`src/rtl/simt_pkg.sv`:
```
package simt_pkg;

    localparam int unsigned LANES = 32;
    localparam int unsigned PC_W  = 32;

    typedef logic [LANES-1:0] lane_mask_t;
    typedef logic [PC_W-1:0]  pc_t;

    // One saved divergence: where to rejoin, who still has to run,
    // where they start, and what mask to bring back at the end.
    typedef struct packed {
        pc_t        join_pc;
        lane_mask_t pend_mask;
        pc_t        fall_pc;
        lane_mask_t saved_mask;
    } reconv_frame_t;

    typedef enum logic [1:0] {
        BR_NONE,
        BR_ALL_TAKEN,
        BR_ALL_FALL,
        BR_SPLIT
    } br_kind_e;

    typedef enum logic [2:0] {
        ACT_SEQ,
        ACT_JUMP,
        ACT_PUSH,
        ACT_OVF,
        ACT_SWAP,
        ACT_POP
    } path_act_e;

    typedef enum logic [1:0] {
        STK_HOLD,
        STK_PUSH,
        STK_POP,
        STK_CLEAR_PEND
    } stk_op_e;

    // Outcome of a branch judged over live lanes only.
    function automatic br_kind_e classify_branch(
        input logic       valid,
        input lane_mask_t taken,
        input lane_mask_t live
    );
        lane_mask_t t;
        t = taken & live;
        if (!valid)       return BR_NONE;
        if (t == live)    return BR_ALL_TAKEN;
        if (t == '0)      return BR_ALL_FALL;
        return BR_SPLIT;
    endfunction

endpackage

```
`src/rtl/simt_branch_classify.sv`:
```
module simt_branch_classify
    import simt_pkg::*;
(
    input  logic       br_valid,
    input  lane_mask_t br_taken,
    input  lane_mask_t live_mask,
    output br_kind_e   kind,
    output lane_mask_t taken_live,
    output lane_mask_t fall_live
);

    // Lanes outside the live mask never contribute to either side.
    assign taken_live = br_taken & live_mask;
    assign fall_live  = live_mask & ~br_taken;
    assign kind       = classify_branch(br_valid, br_taken, live_mask);

endmodule

```
`src/rtl/simt_reconv_stack.sv`:
```
module simt_reconv_stack
    import simt_pkg::*;
#(
    parameter int unsigned DEPTH = 8
) (
    input  logic          clk,
    input  logic          rst,
    input  stk_op_e       op,
    input  reconv_frame_t push_frame,
    output reconv_frame_t top_frame,
    output logic          top_valid,
    output logic          full
);

    localparam int unsigned IDX_W = (DEPTH > 1) ? $clog2(DEPTH) : 1;
    localparam int unsigned CNT_W = $clog2(DEPTH + 1);

    logic [CNT_W-1:0]               depth_q;
    logic [IDX_W-1:0]               wr_idx;
    logic [IDX_W-1:0]               top_idx;
    reconv_frame_t [DEPTH-1:0]      slot_rd;

    assign top_valid = (depth_q != '0);
    assign full      = (depth_q == CNT_W'(DEPTH));
    assign wr_idx    = IDX_W'(depth_q);
    assign top_idx   = IDX_W'(depth_q - CNT_W'(1));

    // Occupancy count; refused pushes and empty pops leave it alone.
    always_ff @(posedge clk) begin
        if (rst) begin
            depth_q <= '0;
        end else begin
            case (op)
                STK_PUSH: if (!full)     depth_q <= depth_q + CNT_W'(1);
                STK_POP:  if (top_valid) depth_q <= depth_q - CNT_W'(1);
                default: ;
            endcase
        end
    end

    // One register per slot; each slot decodes its own write.
    for (genvar g = 0; g < DEPTH; g++) begin : g_slot
        reconv_frame_t slot_q;
        logic          hit_wr;
        logic          hit_top;

        assign hit_wr  = (op == STK_PUSH) && !full && (wr_idx == IDX_W'(g));
        assign hit_top = (op == STK_CLEAR_PEND) && top_valid && (top_idx == IDX_W'(g));

        always_ff @(posedge clk) begin
            if (rst) begin
                slot_q <= '0;
            end else if (hit_wr) begin
                slot_q <= push_frame;
            end else if (hit_top) begin
                slot_q.pend_mask <= '0;
            end
        end

        assign slot_rd[g] = slot_q;
    end

    assign top_frame = top_valid ? slot_rd[top_idx] : '0;

endmodule

```
`src/rtl/simt_path_select.sv`:
```
module simt_path_select
    import simt_pkg::*;
#(
    parameter int unsigned PC_STEP = 1
) (
    input  pc_t           cur_pc,
    input  pc_t           br_target,
    input  pc_t           br_fall,
    input  pc_t           br_join,
    input  lane_mask_t    live_mask,
    input  br_kind_e      kind,
    input  lane_mask_t    taken_live,
    input  lane_mask_t    fall_live,
    input  logic          top_valid,
    input  reconv_frame_t top_frame,
    input  logic          stk_full,
    output path_act_e     act,
    output pc_t           next_pc,
    output lane_mask_t    mask_d,
    output logic          mask_we,
    output stk_op_e       stk_op,
    output reconv_frame_t push_frame,
    output logic          ovf_set
);

    logic at_join;

    assign at_join = top_valid && (cur_pc == top_frame.join_pc);

    // Decide the action; a join match outranks any branch this cycle.
    always_comb begin
        act = ACT_SEQ;
        if (at_join) begin
            act = (top_frame.pend_mask != '0) ? ACT_SWAP : ACT_POP;
        end else begin
            case (kind)
                BR_ALL_TAKEN,
                BR_ALL_FALL: act = ACT_JUMP;
                BR_SPLIT:    act = stk_full ? ACT_OVF : ACT_PUSH;
                default:     act = ACT_SEQ;
            endcase
        end
    end

    assign push_frame = '{
        join_pc:    br_join,
        pend_mask:  fall_live,
        fall_pc:    br_fall,
        saved_mask: live_mask
    };

    // Translate the action into PC, mask and stack controls.
    always_comb begin
        next_pc = cur_pc + pc_t'(PC_STEP);
        mask_d  = live_mask;
        mask_we = 1'b0;
        stk_op  = STK_HOLD;
        ovf_set = 1'b0;
        case (act)
            ACT_JUMP: begin
                next_pc = (kind == BR_ALL_TAKEN) ? br_target : br_fall;
            end
            ACT_PUSH: begin
                next_pc = br_target;
                mask_d  = taken_live;
                mask_we = 1'b1;
                stk_op  = STK_PUSH;
            end
            ACT_OVF: begin
                next_pc = br_fall;
                ovf_set = 1'b1;
            end
            ACT_SWAP: begin
                next_pc = top_frame.fall_pc;
                mask_d  = top_frame.pend_mask;
                mask_we = 1'b1;
                stk_op  = STK_CLEAR_PEND;
            end
            ACT_POP: begin
                next_pc = cur_pc;
                mask_d  = top_frame.saved_mask;
                mask_we = 1'b1;
                stk_op  = STK_POP;
            end
            default: ;
        endcase
    end

endmodule

```
`src/rtl/simt_reconv_unit.sv`:
```
module simt_reconv_unit
    import simt_pkg::*;
#(
    parameter int unsigned STACK_DEPTH = 8,
    parameter int unsigned PC_STEP     = 1
) (
    input  logic                   clk,
    input  logic                   rst,
    input  logic                   br_valid,
    input  logic [LANES-1:0]       br_taken,
    input  logic [PC_W-1:0]        br_target,
    input  logic [PC_W-1:0]        br_fall,
    input  logic [PC_W-1:0]        br_join,
    input  logic [PC_W-1:0]        cur_pc,
    output logic [LANES-1:0]       active_mask,
    output logic [PC_W-1:0]        next_pc,
    output logic                   stack_overflow
);

    lane_mask_t    mask_q;
    logic          ovf_q;
    br_kind_e      kind;
    lane_mask_t    taken_live;
    lane_mask_t    fall_live;
    reconv_frame_t top_frame;
    reconv_frame_t push_frame;
    logic          stk_top_valid;
    logic          stk_full;
    stk_op_e       stk_op;
    path_act_e     act;
    lane_mask_t    mask_d;
    logic          mask_we;
    logic          ovf_set;

    simt_branch_classify u_classify (
        .br_valid   (br_valid),
        .br_taken   (br_taken),
        .live_mask  (mask_q),
        .kind       (kind),
        .taken_live (taken_live),
        .fall_live  (fall_live)
    );

    simt_reconv_stack #(
        .DEPTH (STACK_DEPTH)
    ) u_stack (
        .clk        (clk),
        .rst        (rst),
        .op         (stk_op),
        .push_frame (push_frame),
        .top_frame  (top_frame),
        .top_valid  (stk_top_valid),
        .full       (stk_full)
    );

    simt_path_select #(
        .PC_STEP (PC_STEP)
    ) u_select (
        .cur_pc     (cur_pc),
        .br_target  (br_target),
        .br_fall    (br_fall),
        .br_join    (br_join),
        .live_mask  (mask_q),
        .kind       (kind),
        .taken_live (taken_live),
        .fall_live  (fall_live),
        .top_valid  (stk_top_valid),
        .top_frame  (top_frame),
        .stk_full   (stk_full),
        .act        (act),
        .next_pc    (next_pc),
        .mask_d     (mask_d),
        .mask_we    (mask_we),
        .stk_op     (stk_op),
        .push_frame (push_frame),
        .ovf_set    (ovf_set)
    );

    always_ff @(posedge clk) begin
        if (rst) begin
            mask_q <= '1;
        end else if (mask_we) begin
            mask_q <= mask_d;
        end
    end

    always_ff @(posedge clk) begin
        if (rst) begin
            ovf_q <= 1'b0;
        end else if (ovf_set) begin
            ovf_q <= 1'b1;
        end
    end

    assign active_mask    = mask_q;
    assign stack_overflow = ovf_q;

endmodule

```
`config.mk`:
```
export PLATFORM = sky130hd
export DESIGN_NAME = simt_reconv_unit
export DESIGN_NICKNAME = d
export VERILOG_FILES = /design/src/rtl/simt_pkg.sv /design/src/rtl/simt_branch_classify.sv /design/src/rtl/simt_reconv_stack.sv /design/src/rtl/simt_path_select.sv /design/src/rtl/simt_reconv_unit.sv
export SDC_FILE = /design/constraint.sdc
export NUM_CORES = 2
export LEC_CHECK = 0
export BUFFER_PORTS_ARGS = -buffer_cell sky130_fd_sc_hd__buf_2
export CORE_ASPECT_RATIO = 0.7
export CORE_MARGIN = 1
export CORE_UTILIZATION = 50
export CTS_CLUSTER_DIAMETER = 80
export CTS_CLUSTER_SIZE = 25
export DETAILED_ROUTE_END_ITERATION = 7
export GPL_TIMING_DRIVEN = 0
export PLACE_DENSITY = 0.67
export SETUP_SLACK_MARGIN = 0.4
export SLEW_MARGIN = 40
export SYNTH_ARGS = -nofsm -noshare
export SYNTH_HDL_FRONTEND = slang
export SYNTH_HIERARCHICAL = 1
export SYNTH_SLANG_ARGS = --single-unit
```
`constraint.sdc`:
```
create_clock -name clk -period 15.63 [get_ports clk]
set_clock_uncertainty 0.15 [all_clocks]
set_input_delay 3.126 -clock clk [delete_from_list [all_inputs] [get_ports clk]]
set_output_delay 3.126 -clock clk [all_outputs]
set_load 0.05 [all_outputs]
```
# Word level (Yosys, flattened, before mapping)

Index checks and enable logic that the tools add are counted.

Eq/ne operators: 30
Bitwise gates (word level): 3
Multiplexer cells: 43
Order comparisons: 1
Reduce and logical (&&, ||, !) cells: 39
Add/sub/neg operators: 3

Operator list:

| cell                  | number |
|---|---|
| $mux 32               | 17 |
| $bmux 128 s3          | 1 |
| $mux 128              | 2 |
| $pmux 32 s5           | 1 |
| $pmux 32 s3           | 1 |
| $and 32x32->32        | 2 |
| $eq 32x32->1          | 2 |
| $add 32x1->32 const B | 1 |
| $logic_not 32->1      | 1 |
| $not 32->32           | 1 |
| $reduce_bool 32->1    | 1 |
| $eq 3x3->1 const B    | 10 |
| $logic_and 1x1->1     | 19 |
| $eq 3x2->1 const B    | 6 |
| $reduce_bool 2->1     | 9 |
| $mux 2                | 6 |
| $eq 3x1->1 const B    | 3 |
| $mux 1                | 9 |
| $eq 2x2->1 const B    | 4 |
| $mux 4                | 2 |
| $pmux 4 s2            | 1 |
| $logic_not 3->1       | 2 |
| $pmux 2 s3            | 1 |
| $pmux 3 s2            | 1 |
| other kinds (15)      | 16 |

Register bits after elaboration: 1061
Output and inout port bits: 65
Word-level logic and storage cells: 154

# Longest topological paths before layout

Word-level depth: 20
Depth in mapped cells: 27
Depth with buffers taken out: 16

# By module

Netlist, hierarchy kept.

Modules (own cells, without submodules):

| module               | cells an instance | times used | area each (um2) | seq. area each (um2) |
|---|---|---|---|---|
| simt_reconv_stack    | 5219              | 1          | 44478.9         | 20579.7 |
| simt_path_select     | 697               | 1          | 4897.2          | 0.0 |
| simt_reconv_unit     | 110               | 1          | 1232.4          | 660.6 |
| simt_branch_classify | 90                | 1          | 578.1           | 0.0 |

# Worst setup path before layout

OpenSTA, ideal clock, no wires.

Path kind: in2out
Start point: in br_taken[6]
End point: out next_pc[18]
Buffers on the path: 2
Arrival: 7.048 ns
Slack: 5.306 ns
Stages: 13
Cells stage by stage: and2_1 -> or4_1 -> or4_1 -> nor4_1 -> a21boi_1 -> ha_1 -> clkbuf_1 -> nand2_1 -> clkbuf_1 -> o22ai_1 -> a22oi_1 -> nor2_1 -> a221oi_1

Word-level cells in the longest chain between the ends: 14
Elaborated cells on any way between the ends: 26
Classes of those cells: 9 x eq/ne; 14 x mux; 1 x bitwise; 2 x reduce/logical

Ends and longest elaborated chain:

| element                                         | line                                           | text |
|---|---|---|
| start, declared                                 | simt_reconv_unit.sv:10                         | `input logic [LANES-1:0] br_taken,` |
| $and 32x32->32 (*)                              | simt_pkg.sv:48                                 | `t = taken & live;` |
| $logic_not 32->1                                | simt_pkg.sv:51                                 | `if (t == '0) return BR_ALL_FALL;` |
| $mux 1 (2 in a row)                             | simt_pkg.sv:51                                 |  |
| $mux 1                                          | simt_pkg.sv:50                                 | `if (t == live) return BR_ALL_TAKEN;` |
| $mux 2                                          | simt_pkg.sv:52                                 | `return BR_SPLIT;` |
| $mux 2 (*)                                      | simt_pkg.sv:51                                 |  |
| $mux 2 (*)                                      | simt_pkg.sv:50                                 |  |
| named net kind[0]                               | simt_reconv_unit.sv:22                         | `br_kind_e kind;` |
| $eq 2x2->1 / $eq 2x1->1 (equally long branches) | simt_path_select.sv:36, simt_path_select.sv:61 |  |
| $reduce_or 2->1                                 | simt_path_select.sv:36                         | `case (kind)` |
| $pmux 3 s2                                      | simt_path_select.sv:36                         |  |
| $mux 3                                          | simt_path_select.sv:33                         | `if (at_join) begin` |
| $eq 3x3->1, or another cell as far along        | simt_path_select.sv:59                         | `case (act)` |
| $pmux 32 s5 (*)                                 | simt_path_select.sv:59                         |  |
| end, declared                                   | simt_reconv_unit.sv:16                         | `output logic [PC_W-1:0] next_pc,` |

The timed path passes the listed nets; every way through them passes the cells marked *. The select of a mux whose other input is x is not followed.

# Worst setup path after layout

Start point: in br_taken[6]
End point: out next_pc[26]

Word-level cells in the longest chain between the ends: 14
Elaborated cells on any way between the ends: 26
Classes of those cells: 9 x eq/ne; 14 x mux; 1 x bitwise; 2 x reduce/logical

Ends and longest elaborated chain:

| element                                         | line                                           | text |
|---|---|---|
| $and 32x32->32 (*)                              | -                                              |  |
| named net taken_live[6]                         | simt_reconv_unit.sv:23                         | `lane_mask_t taken_live;` |
| $logic_not 32->1                                | simt_pkg.sv:51                                 |  |
| $mux 1 (2 in a row)                             | simt_pkg.sv:51                                 |  |
| $mux 1                                          | simt_pkg.sv:50                                 |  |
| $mux 2                                          | simt_pkg.sv:52                                 |  |
| $mux 2 (*)                                      | simt_pkg.sv:51                                 |  |
| $mux 2 (*)                                      | simt_pkg.sv:50                                 |  |
| named net kind[0]                               | simt_reconv_unit.sv:22                         |  |
| $eq 2x2->1 / $eq 2x1->1 (equally long branches) | simt_path_select.sv:36, simt_path_select.sv:61 |  |
| $reduce_or 2->1                                 | simt_path_select.sv:36                         |  |
| $pmux 3 s2                                      | simt_path_select.sv:36                         |  |
| $mux 3                                          | simt_path_select.sv:33                         |  |
| $eq 3x3->1, or another cell as far along        | simt_path_select.sv:59                         |  |
| $pmux 32 s5 (*)                                 | simt_path_select.sv:59                         |  |

Marked as above.

==> metrics.csv <==
stage;metric;value;unit
outcome;status;completed;
routing;via_per_inst;6.405;
synth;syn-num-nets;6286;
synth;yosys_warnings;6;
timing;post-route-period-util;76.21;%
min_path;min_path_cells;2;
critical_path;slowest_stage;a221oi_1;
critical_path;path_max_fanout;10;
timing;fmax;83.96;MHz
critical_path;crit_family;simple AND/OR/NAND/NOR gates;
layout;final_common_cell;nand2_1;
critical_path;path_buf_inv;5;
pwr;cell_internal_pwr;0.003523;W
clock_tree;cts.sinks;1061;
floorplanning;die_w;384.3;um
pwr;leakagePower;18.09;nW
pwr;swShare;29.04;%
routing;drc_errors;0;
routing;postRouteAntennaNets;0;
layout;nets;6523;
timing;setup_viol;0;
timing;slew_violations;0;
clock_tree;htreeDepth;2;
timing;rsz0062_at_grt;no;
clock_tree;cts_tree;built;
layout;nFillCells;9499;
grt;grtUsageTotal;40.22;%
critical_path;path_cells;buf_2 > and2_1 > or4_1 > or4_1 > nor4_2 > buf_4 > a21boi_1 > ha_1 > clkbuf_2 > nand2_1 > clkbuf_1 > o22ai_1 > a22oi_1 > nor2_1 > a221oi_1 > buf_2;
timing;slew_headroom;33.80;%
pwr;switchingPower;0.001442;W
floorplanning;boundaryPins;228;
critical_path;critPathCaptureType;output port;
placed_design;place_hpwl;162300;um
synth;synth_cells;6112;
clock_tree;cts-buffers-inserted;51;
pwr;seqPwrFrac;55.5;%
flow_run;cap_violations;0;
floorplanning;dieArea;0.1036;mm2
grt;grt_pass1_vias;44745;
pwr;finalPower;0.004965;W
timing;worstMarginPinSlew;0.9930;ns
routing;drt_wl_total;215500;um
clock_tree;clock_latency;0.69;ns
layout;area_delta_synth_final;7.988;%
floorplanning;die_y;269.6;um
critical_path;cp_slowest_stage_delay;0.74;ns
timing;setup_tns;0;ns
critical_path;reg2reg_depth;26;
critical_path;worstSetupStartpointType;input port;
critical_path;arrival;8.63;ns
grt;gr-total-overflow;0;
clock_tree;clock_path_buffers;3;
layout;final_layout_size_suffix_gt1_share;17.10;%
routing;wl_per_cell;27.97;um
critical_path;path_depth;16;
critical_path;crit_required;12.35;ns
grt;grt_max_degree;26;
grt;grt_pass1_wl;307500;um
pwr;p_comb_share;13.2;%
grt;antenna_found_initial;23;
routing;drtPass1Iterations;8;
min_path;hold_path_class;reg -> reg;
routing;vias;49347;
routing;first_iter_violations;8119;
clock_tree;ctsHoldBuffers;0;
placed_design;place_congestion;1.048;
timing;fin_crit;11.91;ns
pwr;power_density;89.88;mW/mm2
clock_tree;clk_pin_slew;0.08;ns
clock_tree;cts_setup_buffers;0;
critical_path;worstSetupPathType;in -> out;
min_path;worstHoldStart;u_stack/g_slot[6].slot_q[15]$_SDFFE_PP0P_;
placed_design;port_buffers;182;
pwr;clockPowerShare;31.3;%
clock_tree;cts.repair.resized;0;
floorplanning;start_util;50.78;%
synth;synth_area;0.05116;mm2
floorplanning;core_area;0.1007;mm2
pwr;ir_drop;0.00007906;V
floorplanning;rows;97;
critical_path;startpoint;br_taken[6];
layout;layout_common_cells;nand2_1 (1,891), dfxtp_1 (1,061), a21oi_1 (1,031);
critical_path;r2r-start;u_stack/depth_q[0]$_SDFFE_PP0P_;
synth;postSynthAreaPerCell;8.370;um2
clock_tree;cts-root-buf;clkbuf_16;
timing;hold_viol_final;0;
[final cells by class]
cell class / instances / area [um2] / share of cell area (%)
antenna: 7 / 17.52 / 0.03171
buffer: 765 / 4088 / 7.399
clock buffer: 53 / 1284 / 2.324
clock inverter: 12 / 132.6 / 0.2401
inverter: 14 / 52.55 / 0.09512
multi-input combinational: 4272 / 25830 / 46.75
sequential: 1061 / 21240 / 38.45
tap: 1336 / 1672 / 3.026
timing repair buffer: 184 / 929.6 / 1.683
[final timing paths]
kind	to	slack [ns]
worst max-delay path	next_pc[26]	3.72
worst min-delay path	u_stack/g_slot[6].slot_q[15]$_SDFFE_PP0P_	0.31
worst max register to register	u_stack/g_slot[6].slot_q[79]$_SDFFE_PP0P_	6.25
worst min register to register	u_stack/g_slot[6].slot_q[15]$_SDFFE_PP0P_	0.31
[routing by layer]
metal | vias up | track usage (%) | part of all wire (%) | wire length [um]
met5 | - | 0 | 0 | 0
met4 | 0 | 15.27 | 4.7 | 10080
met3 | 536 | 15.84 | 17 | 36610
met2 | 3698 | 53.71 | 39 | 83990
met1 | 23843 | 57.52 | 39 | 84800
li1 | 21270 | - | - | -
[power by group through the flow]
stage	clock [W]	sequential, W	combinational, W
3_3_place_gp	0	0.00282	0.000620
4_1_cts	0.00156	0.00275	0.000624
5_1_grt	0.00165	0.00276	0.000667
6_report	0.00156	0.00276	0.000653
3_5_place_dp	0	0.00282	0.000623
2_1_floorplan	0	0.00283	0.000367
[through the flow]
step	setup WS, ns	area, um2	util (%)	std cells	hold slack [ns]
finish	3.719	55240	54.84	7704	0.3080
global route	3.688	55230	54.82	7697	0.3228
floorplan	5.306	51160	-	6112	0.2831
detailed placement	3.886	53780	53.39	7631	0.2937
CTS	3.876	55190	54.79	7696	0.3074
global placement	2.855	53740	53.35	7630	0.2881
[sequential cells by signal, summed over array words and instances (netlist names)]
signal                 flops
stack_overflow             1
active_mask               32
u_stack/g_slot.slot_q   1024
u_stack/depth_q            4
[tightest hold or removal path, stage by stage (launching register included)]
cell,delay (ns)
dfxtp_1,0.32
nand2_1,0.05
a21oi_1,0.05
Power figures use the tool's default switching activity.
